--- src/rtl/cmdbuf_pkg.sv ---
package cmdbuf_pkg;

    localparam int unsigned DATA_W = 32;

    // word indices (byte offset / 4)
    localparam int W_LOC_STATE = 0;
    localparam int W_LOC_CTRL  = 2;
    localparam int W_LOC_STS   = 3;
    localparam int W_IFID_LO   = 12;
    localparam int W_IFID_HI   = 13;
    localparam int W_EXT_LO    = 14;
    localparam int W_EXT_HI    = 15;
    localparam int W_REQ       = 16;
    localparam int W_STS       = 17;
    localparam int W_CANCEL    = 18;
    localparam int W_START     = 19;
    localparam int W_INT_EN    = 20;
    localparam int W_INT_STS   = 21;
    localparam int W_CMD_SIZE  = 22;
    localparam int W_CMD_LO    = 23;
    localparam int W_CMD_HI    = 24;
    localparam int W_RSP_SIZE  = 25;
    localparam int W_RSP_LO    = 26;
    localparam int W_RSP_HI    = 27;

    // bit positions the host relies on
    localparam int B_LOC_ASSIGNED = 1;
    localparam int B_LOC_VALID    = 7;
    localparam int B_REQ_READY    = 0;
    localparam int B_REQ_IDLE     = 1;
    localparam int B_STS_ERR      = 0;
    localparam int B_STS_IDLE     = 1;

    typedef struct packed {
        logic assigned;
        logic valid;
    } loc_state_t;

    typedef struct packed {
        logic busy;
        logic cancel;
        logic err;
        logic int_en;
        logic int_sts;
    } exec_state_t;

endpackage

--- src/rtl/cmdbuf_locality.sv ---
module cmdbuf_locality
    import cmdbuf_pkg::*;
(
    input  logic clk,
    input  logic rst_n,
    input  logic ctrl_wr,
    input  logic grant_bit,
    input  logic release_bit,
    output logic assigned,
    output logic valid
);

    loc_state_t st_d, st_q;

    always_comb begin
        st_d       = st_q;
        st_d.valid = 1'b1;
        if (ctrl_wr) begin
            if (grant_bit && !release_bit) begin
                st_d.assigned = 1'b1;
            end else if (release_bit && !grant_bit) begin
                st_d.assigned = 1'b0;
            end
        end
    end

    always_ff @(posedge clk) begin
        if (!rst_n) begin
            st_q <= '0;
        end else begin
            st_q <= st_d;
        end
    end

    assign assigned = st_q.assigned;
    assign valid    = st_q.valid;

endmodule

--- src/rtl/cmdbuf_power.sv ---
module cmdbuf_power #(
    parameter int unsigned TRANS_CYC = 4
) (
    input  logic clk,
    input  logic rst_n,
    input  logic req_wr,
    input  logic ready_bit,
    input  logic idle_bit,
    output logic req_ready,
    output logic req_idle,
    output logic dev_idle
);

    localparam int unsigned CW = (TRANS_CYC < 2) ? 1 : $clog2(TRANS_CYC);
    localparam logic [CW-1:0] CNT_LOAD = CW'(TRANS_CYC - 1);

    typedef struct packed {
        logic          rdy;
        logic          idl;
        logic          idle;
        logic [CW-1:0] cnt;
    } pwr_t;

    pwr_t st_d, st_q;

    always_comb begin
        st_d = st_q;
        // progress of a pending transition
        if (st_q.rdy || st_q.idl) begin
            if (st_q.cnt == '0) begin
                if (st_q.rdy) begin
                    st_d.rdy  = 1'b0;
                    st_d.idle = 1'b0;
                end else begin
                    st_d.idl  = 1'b0;
                    st_d.idle = 1'b1;
                end
            end else begin
                st_d.cnt = st_q.cnt - 1'b1;
            end
        end
        // new host request; ready overrides go-idle
        if (req_wr) begin
            if (ready_bit) begin
                st_d.rdy = 1'b1;
                st_d.idl = 1'b0;
                st_d.cnt = CNT_LOAD;
            end else if (idle_bit && !st_q.rdy) begin
                st_d.idl = 1'b1;
                st_d.cnt = CNT_LOAD;
            end
        end
    end

    always_ff @(posedge clk) begin
        if (!rst_n) begin
            st_q      <= '0;
            st_q.idle <= 1'b1;
        end else begin
            st_q <= st_d;
        end
    end

    assign req_ready = st_q.rdy;
    assign req_idle  = st_q.idl;
    assign dev_idle  = st_q.idle;

endmodule

--- src/rtl/cmdbuf_exec.sv ---
module cmdbuf_exec
    import cmdbuf_pkg::*;
(
    input  logic clk,
    input  logic rst_n,
    input  logic start_wr,
    input  logic start_bit,
    input  logic cancel_wr,
    input  logic cancel_bit,
    input  logic inten_wr,
    input  logic inten_bit,
    input  logic intclr_wr,
    input  logic intclr_bit,
    input  logic loc_assigned,
    input  logic dev_idle,
    input  logic eng_done,
    input  logic eng_error,
    output logic busy,
    output logic cancel,
    output logic err,
    output logic int_en,
    output logic int_sts,
    output logic irq
);

    exec_state_t st_d, st_q;

    always_comb begin
        st_d = st_q;
        if (cancel_wr) begin
            st_d.cancel = cancel_bit;
        end
        if (inten_wr) begin
            st_d.int_en = inten_bit;
        end
        if (intclr_wr && intclr_bit) begin
            st_d.int_sts = 1'b0;
        end
        if (eng_error) begin
            st_d.err = 1'b1;
        end
        if (st_q.busy && (eng_done || eng_error)) begin
            st_d.busy = 1'b0;
        end
        if (start_wr && start_bit && !st_q.busy && loc_assigned && !dev_idle) begin
            st_d.busy = 1'b1;
        end
        // completion latches the interrupt; set beats a same-cycle clear
        if (st_q.busy && !st_d.busy) begin
            st_d.int_sts = 1'b1;
        end
    end

    always_ff @(posedge clk) begin
        if (!rst_n) begin
            st_q <= '0;
        end else begin
            st_q <= st_d;
        end
    end

    assign busy    = st_q.busy;
    assign cancel  = st_q.cancel;
    assign err     = st_q.err;
    assign int_en  = st_q.int_en;
    assign int_sts = st_q.int_sts;
    assign irq     = st_q.int_en & st_q.int_sts;

endmodule

--- src/rtl/cmdbuf_readmux.sv ---
module cmdbuf_readmux
    import cmdbuf_pkg::*;
#(
    parameter int unsigned WORD_W   = 5,
    parameter logic [63:0] IF_ID    = 64'h0,
    parameter logic [63:0] CMD_ADDR = 64'h0,
    parameter logic [31:0] CMD_SIZE = 32'h0,
    parameter logic [63:0] RSP_ADDR = 64'h0,
    parameter logic [31:0] RSP_SIZE = 32'h0
) (
    input  logic              clk,
    input  logic              rst_n,
    input  logic              rd_en,
    input  logic [WORD_W-1:0] word,
    input  logic              loc_assigned,
    input  logic              loc_valid,
    input  logic              req_ready,
    input  logic              req_idle,
    input  logic              dev_idle,
    input  logic              err,
    input  logic              busy,
    input  logic              cancel,
    input  logic              int_en,
    input  logic              int_sts,
    output logic [DATA_W-1:0] rdata
);

    logic [DATA_W-1:0] rsp_size_rep;

    generate
        if (CMD_ADDR == RSP_ADDR) begin : g_shared_buf
            assign rsp_size_rep = CMD_SIZE;
        end else begin : g_split_buf
            assign rsp_size_rep = RSP_SIZE;
        end
    endgenerate

    logic [DATA_W-1:0] rdata_d, rdata_q, mux;

    always_comb begin
        mux = '0;
        case (int'(word))
            W_LOC_STATE: begin
                mux[B_LOC_ASSIGNED] = loc_assigned;
                mux[B_LOC_VALID]    = loc_valid;
            end
            W_LOC_STS:   mux[0] = loc_assigned;
            W_IFID_LO:   mux = IF_ID[31:0];
            W_IFID_HI:   mux = IF_ID[63:32];
            W_REQ: begin
                mux[B_REQ_READY] = req_ready;
                mux[B_REQ_IDLE]  = req_idle;
            end
            W_STS: begin
                mux[B_STS_ERR]  = err;
                mux[B_STS_IDLE] = dev_idle;
            end
            W_CANCEL:    mux[0] = cancel;
            W_START:     mux[0] = busy;
            W_INT_EN:    mux[0] = int_en;
            W_INT_STS:   mux[0] = int_sts;
            W_CMD_SIZE:  mux = CMD_SIZE;
            W_CMD_LO:    mux = CMD_ADDR[31:0];
            W_CMD_HI:    mux = CMD_ADDR[63:32];
            W_RSP_SIZE:  mux = rsp_size_rep;
            W_RSP_LO:    mux = RSP_ADDR[31:0];
            W_RSP_HI:    mux = RSP_ADDR[63:32];
            default:     mux = '0;
        endcase
        rdata_d = rd_en ? mux : '0;
    end

    always_ff @(posedge clk) begin
        if (!rst_n) begin
            rdata_q <= '0;
        end else begin
            rdata_q <= rdata_d;
        end
    end

    assign rdata = rdata_q;

endmodule

--- src/rtl/cmdbuf_regif.sv ---
module cmdbuf_regif
    import cmdbuf_pkg::*;
#(
    parameter int unsigned ADDR_W    = 7,
    parameter int unsigned TRANS_CYC = 4,
    parameter logic [63:0] IF_ID     = 64'h0000_00A5_0001_4321,
    parameter logic [63:0] CMD_ADDR  = 64'h0000_0001_8000_0080,
    parameter logic [31:0] CMD_SIZE  = 32'h0000_0F80,
    parameter logic [63:0] RSP_ADDR  = 64'h0000_0001_8000_0080,
    parameter logic [31:0] RSP_SIZE  = 32'h0000_0800
) (
    input  logic              clk,
    input  logic              rst_n,
    input  logic              bus_wr_en,
    input  logic              bus_rd_en,
    input  logic [ADDR_W-1:0] bus_addr,
    input  logic [31:0]       bus_wdata,
    output logic [31:0]       bus_rdata,
    output logic              eng_start_o,
    output logic              eng_cancel_o,
    input  logic              eng_done_i,
    input  logic              eng_error_i,
    output logic              irq_o
);

    localparam int unsigned WORD_W    = ADDR_W - 2;
    localparam int unsigned NUM_WORDS = 1 << WORD_W;

    logic [WORD_W-1:0]    word;
    logic [NUM_WORDS-1:0] wr_sel;

    assign word = bus_addr[ADDR_W-1:2];

    generate
        for (genvar i = 0; i < NUM_WORDS; i++) begin : g_wdec
            assign wr_sel[i] = bus_wr_en && (word == WORD_W'(i));
        end
    endgenerate

    logic loc_assigned, loc_valid;
    logic req_wr, req_ready, req_idle, dev_idle;
    logic busy, cancel_wr, err, int_en, int_sts;

    assign req_wr    = wr_sel[W_REQ];
    assign cancel_wr = wr_sel[W_CANCEL];

    cmdbuf_locality u_loc (
        .clk         (clk),
        .rst_n       (rst_n),
        .ctrl_wr     (wr_sel[W_LOC_CTRL]),
        .grant_bit   (bus_wdata[0]),
        .release_bit (bus_wdata[1]),
        .assigned    (loc_assigned),
        .valid       (loc_valid)
    );

    cmdbuf_power #(.TRANS_CYC(TRANS_CYC)) u_pwr (
        .clk       (clk),
        .rst_n     (rst_n),
        .req_wr    (req_wr),
        .ready_bit (bus_wdata[B_REQ_READY]),
        .idle_bit  (bus_wdata[B_REQ_IDLE]),
        .req_ready (req_ready),
        .req_idle  (req_idle),
        .dev_idle  (dev_idle)
    );

    cmdbuf_exec u_exec (
        .clk          (clk),
        .rst_n        (rst_n),
        .start_wr     (wr_sel[W_START]),
        .start_bit    (bus_wdata[0]),
        .cancel_wr    (cancel_wr),
        .cancel_bit   (bus_wdata[0]),
        .inten_wr     (wr_sel[W_INT_EN]),
        .inten_bit    (bus_wdata[0]),
        .intclr_wr    (wr_sel[W_INT_STS]),
        .intclr_bit   (bus_wdata[0]),
        .loc_assigned (loc_assigned),
        .dev_idle     (dev_idle),
        .eng_done     (eng_done_i),
        .eng_error    (eng_error_i),
        .busy         (busy),
        .cancel       (eng_cancel_o),
        .err          (err),
        .int_en       (int_en),
        .int_sts      (int_sts),
        .irq          (irq_o)
    );

    cmdbuf_readmux #(
        .WORD_W   (WORD_W),
        .IF_ID    (IF_ID),
        .CMD_ADDR (CMD_ADDR),
        .CMD_SIZE (CMD_SIZE),
        .RSP_ADDR (RSP_ADDR),
        .RSP_SIZE (RSP_SIZE)
    ) u_rd (
        .clk          (clk),
        .rst_n        (rst_n),
        .rd_en        (bus_rd_en),
        .word         (word),
        .loc_assigned (loc_assigned),
        .loc_valid    (loc_valid),
        .req_ready    (req_ready),
        .req_idle     (req_idle),
        .dev_idle     (dev_idle),
        .err          (err),
        .busy         (busy),
        .cancel       (eng_cancel_o),
        .int_en       (int_en),
        .int_sts      (int_sts),
        .rdata        (bus_rdata)
    );

    assign eng_start_o = busy;

    logic in_unused;
    assign in_unused = ^{bus_wdata[31:2], bus_addr[1:0], wr_sel};

endmodule

--- config.mk ---
export PLATFORM = sky130hd
export DESIGN_NAME = cmdbuf_regif
export DESIGN_NICKNAME = d
export VERILOG_FILES = /design/src/rtl/cmdbuf_pkg.sv /design/src/rtl/cmdbuf_locality.sv /design/src/rtl/cmdbuf_power.sv /design/src/rtl/cmdbuf_exec.sv /design/src/rtl/cmdbuf_readmux.sv /design/src/rtl/cmdbuf_regif.sv
export SDC_FILE = /design/constraint.sdc
export NUM_CORES = 1
export LEC_CHECK = 0
export ABC_AREA = 1
export BUFFER_PORTS_ARGS = -buffer_cell sky130_fd_sc_hd__buf_2
export CAP_MARGIN = 25
export CORE_MARGIN = 8
export CORE_UTILIZATION = 41
export DETAILED_ROUTE_END_ITERATION = 8
export PLACE_DENSITY = 0.79
export SLEW_MARGIN = 20
export SYNTH_ARGS = -nofsm -noshare
export SYNTH_HDL_FRONTEND = slang
export SYNTH_SLANG_ARGS = --single-unit
export TNS_END_PERCENT = 30
--- constraint.sdc ---
create_clock -name clk -period 1.4 [get_ports clk]
set_clock_uncertainty 0.05 [all_clocks]
set_input_delay 0.07 -clock clk [delete_from_list [all_inputs] [get_ports clk]]
set_output_delay 0.07 -clock clk [all_outputs]
set_load 0.01 [all_outputs]
==> results of run 1 <==
-- placed cells by master, fill, tap and decap left out, types with 3 or more instances in the layout --
| cell | Yosys | routed |
|---|---|---|
| nand2_1 | 30 | 30 |
| buf_2 | 1 | 27 |
| nor2_1 | 22 | 22 |
| dfxtp_1 | 21 | 21 |
| inv_1 | 20 | 20 |
| conb_1 | 1 | 20 |
| a21oi_1 | 12 | 12 |
| nand3_1 | 11 | 11 |
| nand4_1 | 6 | 6 |
| inv_2 | 4 | 4 |
| nor3_1 | 4 | 4 |
| o21ai_1 | 4 | 4 |
| dlygate4sd3_1 | 0 | 4 |
| nor2_4 | 3 | 3 |
| o21ai_0 | 3 | 3 |
| nor2_2 | 3 | 3 |
| clkbuf_4 | 0 | 3 |
-- worst max-delay path: cells and delay by family (launching register included) --
family / cells / cell delay, ps
AOI/OAI and AO/OA: 2 / 310
buffers and inverters: 2 / 130
DFF: 1 / 440
and+or+nand+nor: 1 / 70
-- flip-flops by register name, indices dropped and copies added, names as in the netlist --
register / cells
u_rd.rdata: 9
u_pwr.st_q: 2
u_exec.busy: 1
u_exec.cancel: 1
u_exec.err: 1
u_exec.int_en: 1
u_exec.int_sts: 1
u_loc.assigned: 1
u_loc.valid: 1
u_pwr.dev_idle: 1
u_pwr.req_idle: 1
u_pwr.req_ready: 1
-- worst min path at each step --
| stage | start | to | slack, ps |
|---|---|---|---|
| 6_report | bus_wr_en | u_exec.int_en | 40 |
| 5_1_grt | bus_wr_en | u_exec.int_en | 50 |
| 4_1_cts | bus_wr_en | u_exec.int_en | 20 |
| 3_5_place_dp | eng_error_i | u_exec.err | 250 |
| 3_3_place_gp | eng_error_i | u_exec.err | 240 |
| 2_1_floorplan | rst_n | u_loc.valid | 50 |
-- metrics by stage --
stage / hold slack [ps] / cells
5_1_grt: 45.9 / 235
6_report: 37.3 / 235
2_1_floorplan: 47.7 / 193
3_5_place_dp: 249 / 227
4_1_cts: 16.1 / 235
3_3_place_gp: 239 / 227
-- cells by family (layout without fill, tap and decap cells) --
| group | after synthesis | after routing |
|---|---|---|
| buffers and inverters | 48 | 59 |
| AO/OA/AOI/OAI | 21 | 21 |
| flip-flops | 21 | 21 |
| adder cells (fa/ha/maj) | 1 | 1 |
| other | 1 | 20 |
| AND/OR/NAND/NOR | 82 | 82 |
-- power breakdown --
| part | switching (mW) | internal [mW] |
|---|---|---|
| registers | 0.00438 | 0.606 |
| clock network | 0.173 | 0.111 |
| logic | 0.113 | 0.0470 |
-- final cells by class --
cell class	instances	area, µm²	share of cell area (%)
flip-flops and latches	21	420	31.3
inverters	24	90.1	6.70
multi-input cells	124	593	44.1
well taps	31	38.8	2.89
repair buffers	31	175	13.0
clock buffers	4	26.3	1.96
-- routing by layer --
| layer | GRT usage (%) | routed length, µm | up-vias | part of all wire [%] |
|---|---|---|---|---|
| li1 | - | - | 570 | - |
| met1 | 11.9 | 1160 | 454 | 44 |
| met2 | 18.0 | 1220 | 39 | 47 |
| met3 | 5.37 | 212 | 2 | 8.1 |
| met4 | 3.79 | 15 | 0 | 0.58 |
| met5 | 0 | 0 | - | 0 |
==> impl_metrics.yaml, run 1 <==
status:
  status: "finished clean"
timing:
  timing.fmax_mhz: 910
  final_max_slew_viol_count: 0
  fin_setup_tns_ps: 0
  hold_viol: 0
  finalWorstSetupSlack_ps: 302
  setup_viol: 0
  final.min_clock_period_ps: 1100
  finalCritPeriodShare_pct: 78.5
  grt_setup_unrepaired: "no"
yosys:
  synthTopCellsByArea: "dfxtp_1, buf_4, nand2_1"
  synth_xor_area_share_pct: 0
  synth_top_family_by_area: "simple AND/OR/NAND/NOR gates"
  async_flop_share_pct: 0
  synth_seq_cells: 21
  ys.flop_type: "dfxtp_1"
  yosys.area.top_type: "dfxtp_1"
  ys_types: 22
  synth_common_cells: "nand2_1, buf_4, nor2_1, dfxtp_1, inv_1"
  synthSimpleGateAreaFrac_pct: 32.7
  synthAdderAreaFrac_pct: 1.03
  netlist_instances: 174
  yosys.area.top_type_share_pct: 34.7
  synth_compound_area_share_pct: 9.10
  synth_area_mm2: 0.00121
  seq_area_frac_synth_pct: 34.7
  synth_edf_count: 0
  synth.area.mux_share_pct: 0
  avgSynthCellArea_um2: 6.95
  yosys_warnings: 0
  yosysMostFrequentCell: "nand2_1"
global_routing:
  grt_overflow_total: 0
  grt_pass1_wl_um: 4570
  grt_usage_pct: 11.0
  grt_max_degree: 15
  antenna_found_initial: 0
  grt_pass1_vias: 1054
placement:
  place_ws_ps: 208
  place_area_mm2: 0.00128
  dp_hpwl_um: 2120
  place_congestion: 0.864
  port_buffers: 27
floorplanning:
  initial_core_util_pct: 43.5
  die-area_mm2: 0.00495
  die_h_um: 70.3
  core_mm2: 0.00278
  ioPinCount: 80
  rows: 19
  die_x_um: 70.3
drt:
  dr.pass1.iters: 4
  post-route-drc-count: 0
  viasPerCell: 4.53
  routedWlPerCell_um: 11.1
  wl_um: 2610
  ant_nets: 0
  drt-initial-drc-count: 43
  vias: 1065
finish:
  area_growth_pct: 11.1
  antenna_cells: 0
  drive_gt1_share_pct: 21.1
  final_util_pct: 48.3
  fillerInstances: 300
  final_area_mm2: 0.00134
  nets: 251
critical_path:
  worstSetupEndpointType: "flop"
  cp-startpoint: "u_pwr.req_ready"
  crit_chain: "inv_1 -> a21oi_1 -> inv_1 -> o21ai_0 -> nand3_1"
  critPathLaunchType: "flop"
  path_class: "flop to flop"
  required_ps: 1550
  critical_path_arrival_ps: 1250
  worstRegToRegCells: 5
  slowest_stage: "dfxtp_1"
  crit_fanout: 6
  max_stage_delay_ps: 440
  cp_common_cell: "inv_1"
  endpoint: "u_pwr.dev_idle"
  r2r_setup_slack_ps: 300
  timing.rr.start: "u_pwr.req_ready"
  r2r-end: "u_pwr.dev_idle"
power:
  ir_worst_vdd_mv: 0.572
  leakage_nw: 0.675
  power_density_mw_per_mm2: 784
  fin_total_pwr_mw: 1.05
clocking:
  clockRootBuffer: "clkbuf_4"
  clk_pin_slew_ps: 110
  cts_buffer_depth: 2
  cts_buffers: 3
  ctsHtreeMaxLevel: 1
  post_cts_buffers: 0
  ctsHoldBuffers: 4
  cts_tree: "done"
  cts.repair.resized: 0
  cts.sinks: 21
  clk_latency_ps: 300
job:
  max_cap_violations: 0
hold_path:
  holdPathStages: 3
  hold_path_class: "input port to flop"
Power figures use the tool's default switching activity.
==> run 2, diff against run 1 <==
- CORE_UTILIZATION: 41 -> 37
- PLACE_DENSITY: 0.79 -> 0.75
- clock period: 1.4 -> 0.9 ns (I/O delays scaled with it)
==> run 2 against run 1 <==
The flow now finishes with violations (negative setup slack). Critical path type unchanged. First-iteration DRC count is 16% lower. Largest cell class unchanged. Routed wire length is 15% higher. Die area increased by 8.3%. Cell area rose by 22%. Utilization rose by 5.0 points. Global-route usage fell by 0.19 points. Highest routed layer unchanged. Sequential share of layout area decreased by 4.8 points.
==> impl_metrics.yaml, run 2 (synthesis gave the netlist of run 1 again) <==
finish:
  area_growth_pct: 35.7
  drive_gt1_share_pct: 39.6
  regArea_um2: 435
  final_cell_mix: "nand2_1, buf_2, conb_1, nor2_1, buf_4"
  largest_register_ffs: 9
  multi_input_area_um2: 646
  nets: 274
  antenna_cells: 0
  final_util_pct: 53.3
  fillerInstances: 326
  final_common_cell: "nand2_1"
  final_cells: 271
clocking:
  clockRootBuffer: "clkbuf_4"
  clk_latency_ps: 300
  cts_buffers: 3
  cts_buffer_depth: 2
  ctsHtreeMaxLevel: 1
  cts_tree: "done"
  clk_pin_slew_ps: 120
  cts.sinks: 21
global_routing:
  grt_pass1_wl_um: 4710
  grt_pass1_vias: 1108
  antenna_found_initial: 0
  grt_max_degree: 12
  grt_usage_pct: 10.8
  grt_overflow_total: 0
critical_path:
  worstSetupEndpointType: "flop"
  slowest_stage: "dfxtp_2"
  critical_path_arrival_ps: 1140
  critPathBufInv: 1
  path_class: "flop to flop"
  critPathLaunchType: "flop"
  required_ps: 1060
  crit_chain: "nor2_2 -> inv_2 -> nor2_4 -> nor2_1 -> a21oi_1 -> nor2_1"
  max_stage_delay_ps: 350
  crit_fanout: 2
  cp_common_cell: "nor2_1"
  crit_family: "flip-flops"
power:
  ir_worst_vdd_mv: 0.743
  power_density_mw_per_mm2: 1040
  fin_total_pwr_mw: 1.71
  leakage_nw: 0.823
drt:
  ant_nets: 0
  viasPerCell: 4.36
  dr.pass1.iters: 4
  post-route-drc-count: 0
  drt-initial-drc-count: 36
  vias: 1182
  routedWlPerCell_um: 11.0
  wl_um: 2980
placement:
  dp_hpwl_um: 2320
  port_buffers: 27
  place_congestion: 0.863
  dp.cells: 258
  place_ws_ps: -131
timing:
  final_max_slew_viol_count: 0
  final.min_clock_period_ps: 987
  grt_setup_unrepaired: "yes"
  hold_viol: 0
  setup_viol: 9
  timing.fmax_mhz: 1010
  finalWorstSetupSlack_ps: -86.9
  finalCritPeriodShare_pct: 110
floorplanning:
  initial_core_util_pct: 39.3
  die-area_mm2: 0.00536
  die_x_um: 73.2
  rows: 20
  ioPinCount: 80
  core_mm2: 0.00308
  die_h_um: 73.2
job:
  max_cap_violations: 0
status:
  status: "finished, violations left"
  violations: "negative setup slack"
hold_path:
  hold_path_class: "input port to flop"
[run 2: cell types whose count changed in the layout (fill, tap and decap cells not counted), moves of 3 or more]
cell | before | now
o21ai_0 | 3 | 0
inv_1 | 20 | 17
buf_6 | 0 | 5
buf_4 | 0 | 18
nand2_1 | 30 | 27
inv_2 | 4 | 7
dfxtp_2 | 0 | 9
dfxtp_1 | 21 | 11
a21oi_1 | 12 | 9
nor2_1 | 22 | 19
nand2_2 | 0 | 3
[run 2: area by class of cell]
type                       instances  area share [%]
clock buffer                       4            1.60
inverter                          24            5.49
multi-input combinational        124            39.3
sequential                        21            26.5
tap                               44            3.35
timing repair buffer              54            23.7
[run 2: what timing repair did]
item,4_1_cts,5_1_grt
setup endpoints to repair,9,23
buffers inserted,1,3
endpoints found under the hold margin,5,0
hold buffers,5,0
pin swaps,3,3
resized for setup,11,22
[run 2: per-stage QoR]
step	hold WS (ps)	setup TNS, ps	instance area (µm²)
after global placement	214	-507	1450
after global routing	47.1	-1020	1640
final	28.2	-428	1640
after CTS	2.67	-334	1560
after detailed placement	217	-762	1450
after floorplan	22.7	-1.07	1290
[run 2: final timing paths]
check                    to  depth (start not counted)     startpoint  slack [ps]
min reg2reg   u_rd.rdata[7]                          2    u_loc.valid         420
min           u_exec.cancel                          3      bus_wr_en          30
max reg2reg  u_pwr.req_idle                          6  u_pwr.st_q[0]         -90
max          u_pwr.req_idle                          6  u_pwr.st_q[0]         -90
[run 2: metal layers]
layer | vias to the layer above | wire length (µm) | global-route usage, %
met5 | - | 0 | 0
met4 | 0 | 10 | 0.667
met3 | 2 | 260 | 3.85
met2 | 44 | 1500 | 19.1
met1 | 518 | 1210 | 12.5
li1 | 618 | - | -
[run 2: power by group]
group / switching, mW / internal (mW) / total (mW)
combinational: 0.195 / 0.122 / 0.317
sequential: 0.00723 / 0.940 / 0.947
clock: 0.269 / 0.173 / 0.442
total: 0.472 / 1.23 / 1.71
[run 2: worst register-to-register path: cells and delay by family, from the launching register on]
family	cells	cell delay, ps
AOI/OAI and AO/OA	1	130
buffers and inverters	1	60
DFF	1	350
and+or+nand+nor	4	310
==> run 3, diff against run 2 <==
- CELL_PAD_IN_SITES_DETAIL_PLACEMENT: unset -> 1
- CELL_PAD_IN_SITES_GLOBAL_PLACEMENT: unset -> 2
- CORE_UTILIZATION: 37 -> 18
- PLACE_DENSITY: 0.75 -> unset
- PLACE_DENSITY_LB_ADDON: unset -> 0.1
==> run 3 against run 2 <==
The run still ends with negative setup slack left. Register-to-register slack lost 20 ps. Power is 10% higher. Routed wire length rose by 26%. Global-route usage decreased by 2.7 points. Sequential share of layout area shrank 0.53 points. Via count up 1.4%. Sequential cell count is the same. Combinational power fell by 3%. First-iteration DRC count is 33% lower. Largest cell class unchanged.
==> impl_metrics.yaml, run 3 (synthesis gave the netlist of run 1 again) <==
timing:
  finalWorstSetupSlack_ps: -111
  hold_viol: 0
  grt_setup_unrepaired: "yes"
  setup_viol: 8
  final.min_clock_period_ps: 1010
  finalCritPeriodShare_pct: 112
  final_max_slew_viol_count: 0
  hold-worst-slack_ps: 5.70
  timing.fmax_mhz: 989
finish:
  largest_register_ffs: 9
  final_common_cell: "nand2_1"
  nets: 274
  area_growth_pct: 37.6
  drive_gt1_share_pct: 39.2
  final_area_mm2: 0.00167
  fillerInstances: 831
  final_util_pct: 25.1
  final_cell_mix: "nand2_1, buf_2, buf_4, conb_1, nor2_1"
  antenna_cells: 0
clocking:
  cts_buffer_depth: 2
  clk_latency_ps: 260
  ctsHtreeMaxLevel: 1
  cts_tree: "done"
  clockRootBuffer: "clkbuf_8"
  cts.sinks: 21
  cts_buffers: 3
  clk_pin_slew_ps: 80
critical_path:
  r2r-end: "u_pwr.req_idle"
  critPathLaunchType: "flop"
  path_class: "flop to flop"
  worstSetupEndpointType: "flop"
  required_ps: 1010
  r2r_setup_slack_ps: -110
  crit_fanout: 3
  endpoint: "u_pwr.req_idle"
  timing.rr.start: "u_pwr.st_q[0]"
  cp-startpoint: "u_pwr.st_q[0]"
  critical_path_arrival_ps: 1120
  worstRegToRegCells: 6
power:
  fin_total_pwr_mw: 1.88
  power_density_mw_per_mm2: 1130
  ir_worst_vdd_mv: 0.402
  leakage_nw: 0.813
global_routing:
  grt_pass1_vias: 1300
  top_usage_layer: "met2"
  met1_usage_pct: 9.41
  grt_overflow_total: 0
  grt_usage_pct: 8.02
  gr-usage-met3_pct: 3.34
  grt_max_degree: 12
  antenna_found_initial: 0
  grtUsageMet2_pct: 13.4
  grt_pass1_wl_um: 6290
hold_path:
  hold_path_class: "input port to flop"
status:
  violations: "negative setup slack"
  status: "finished, violations left"
drt:
  ant_nets: 0
  routedWlPerCell_um: 12.2
  drt-initial-drc-count: 24
  post-route-drc-count: 0
  wl_um: 3750
  dr.pass1.iters: 3
  vias: 1198
  viasPerCell: 3.90
floorplanning:
  initial_core_util_pct: 18.2
  die_h_um: 98.0
  die-area_mm2: 0.00960
  core_mm2: 0.00664
  die_x_um: 98.0
  ioPinCount: 80
  rows: 30
job:
  max_cap_violations: 0
placement:
  place_ws_ps: -163
  port_buffers: 27
  place_area_mm2: 0.00153
  dp_hpwl_um: 3300
  place_congestion: 0.768
[run 3: area by class of cell]
type,count,area [µm²],area share (%)
repair buffers,54,373,22.4
multi-input cells,124,624,37.5
inverters,24,90.1,5.41
clock buffers,4,45.0,2.70
well taps,80,100,6.01
flip-flops and latches,21,433,26.0
[run 3: timing repair]
action | 4_1_cts | 5_1_grt
gates resized for setup | 15 | 10
gates cloned | 0 | 0
hold buffers | 2 | 0
pin swaps | 1 | 3
endpoints found under the hold margin | 2 | 0
setup buffers | 0 | 1
setup endpoints to repair | 10 | 12
[run 3: metal layers]
metal  vias to the layer above  part of all wire [%]
li1                        613                     -
met5                         -                     0
met2                        28                    48
met4                         0                  0.51
met1                       553                    45
met3                         4                   7.0
[run 3: per-stage QoR]
step | instances | TNS, ps
2_1_floorplan | 193 | -1.07
3_3_place_gp | 300 | -1140
3_5_place_dp | 300 | -1270
4_1_cts | 306 | -461
5_1_grt | 307 | -936
6_report | 307 | -401
[run 3: worst min path at each step]
stage	end	cells after the start	from	slack (ps)
CTS	u_exec.busy	4	eng_done_i	5
detailed placement	u_rd.rdata[1]	3	bus_rd_en	230
floorplan	u_loc.valid	0	rst_n	20
global route	u_exec.busy	4	eng_done_i	10
finish	u_exec.busy	4	eng_done_i	6
global placement	u_exec.err	3	eng_error_i	220
[run 3: report_power, final]
| group | leakage, nW | internal, mW | switching, mW |
|---|---|---|---|
| clock | 0.0228 | 0.315 | 0.313 |
| sequential | 0.174 | 0.940 | 0.00768 |
| combinational | 0.616 | 0.111 | 0.198 |
| total | 0.813 | 1.37 | 0.519 |
[run 3: critical path, stage by stage (launching register included)]
cell,delay [ps]
dfxtp_2,340
nor2_2,110
inv_2,50
nor2_2,130
nor2_1,50
a21oi_1,130
nor2_1,60
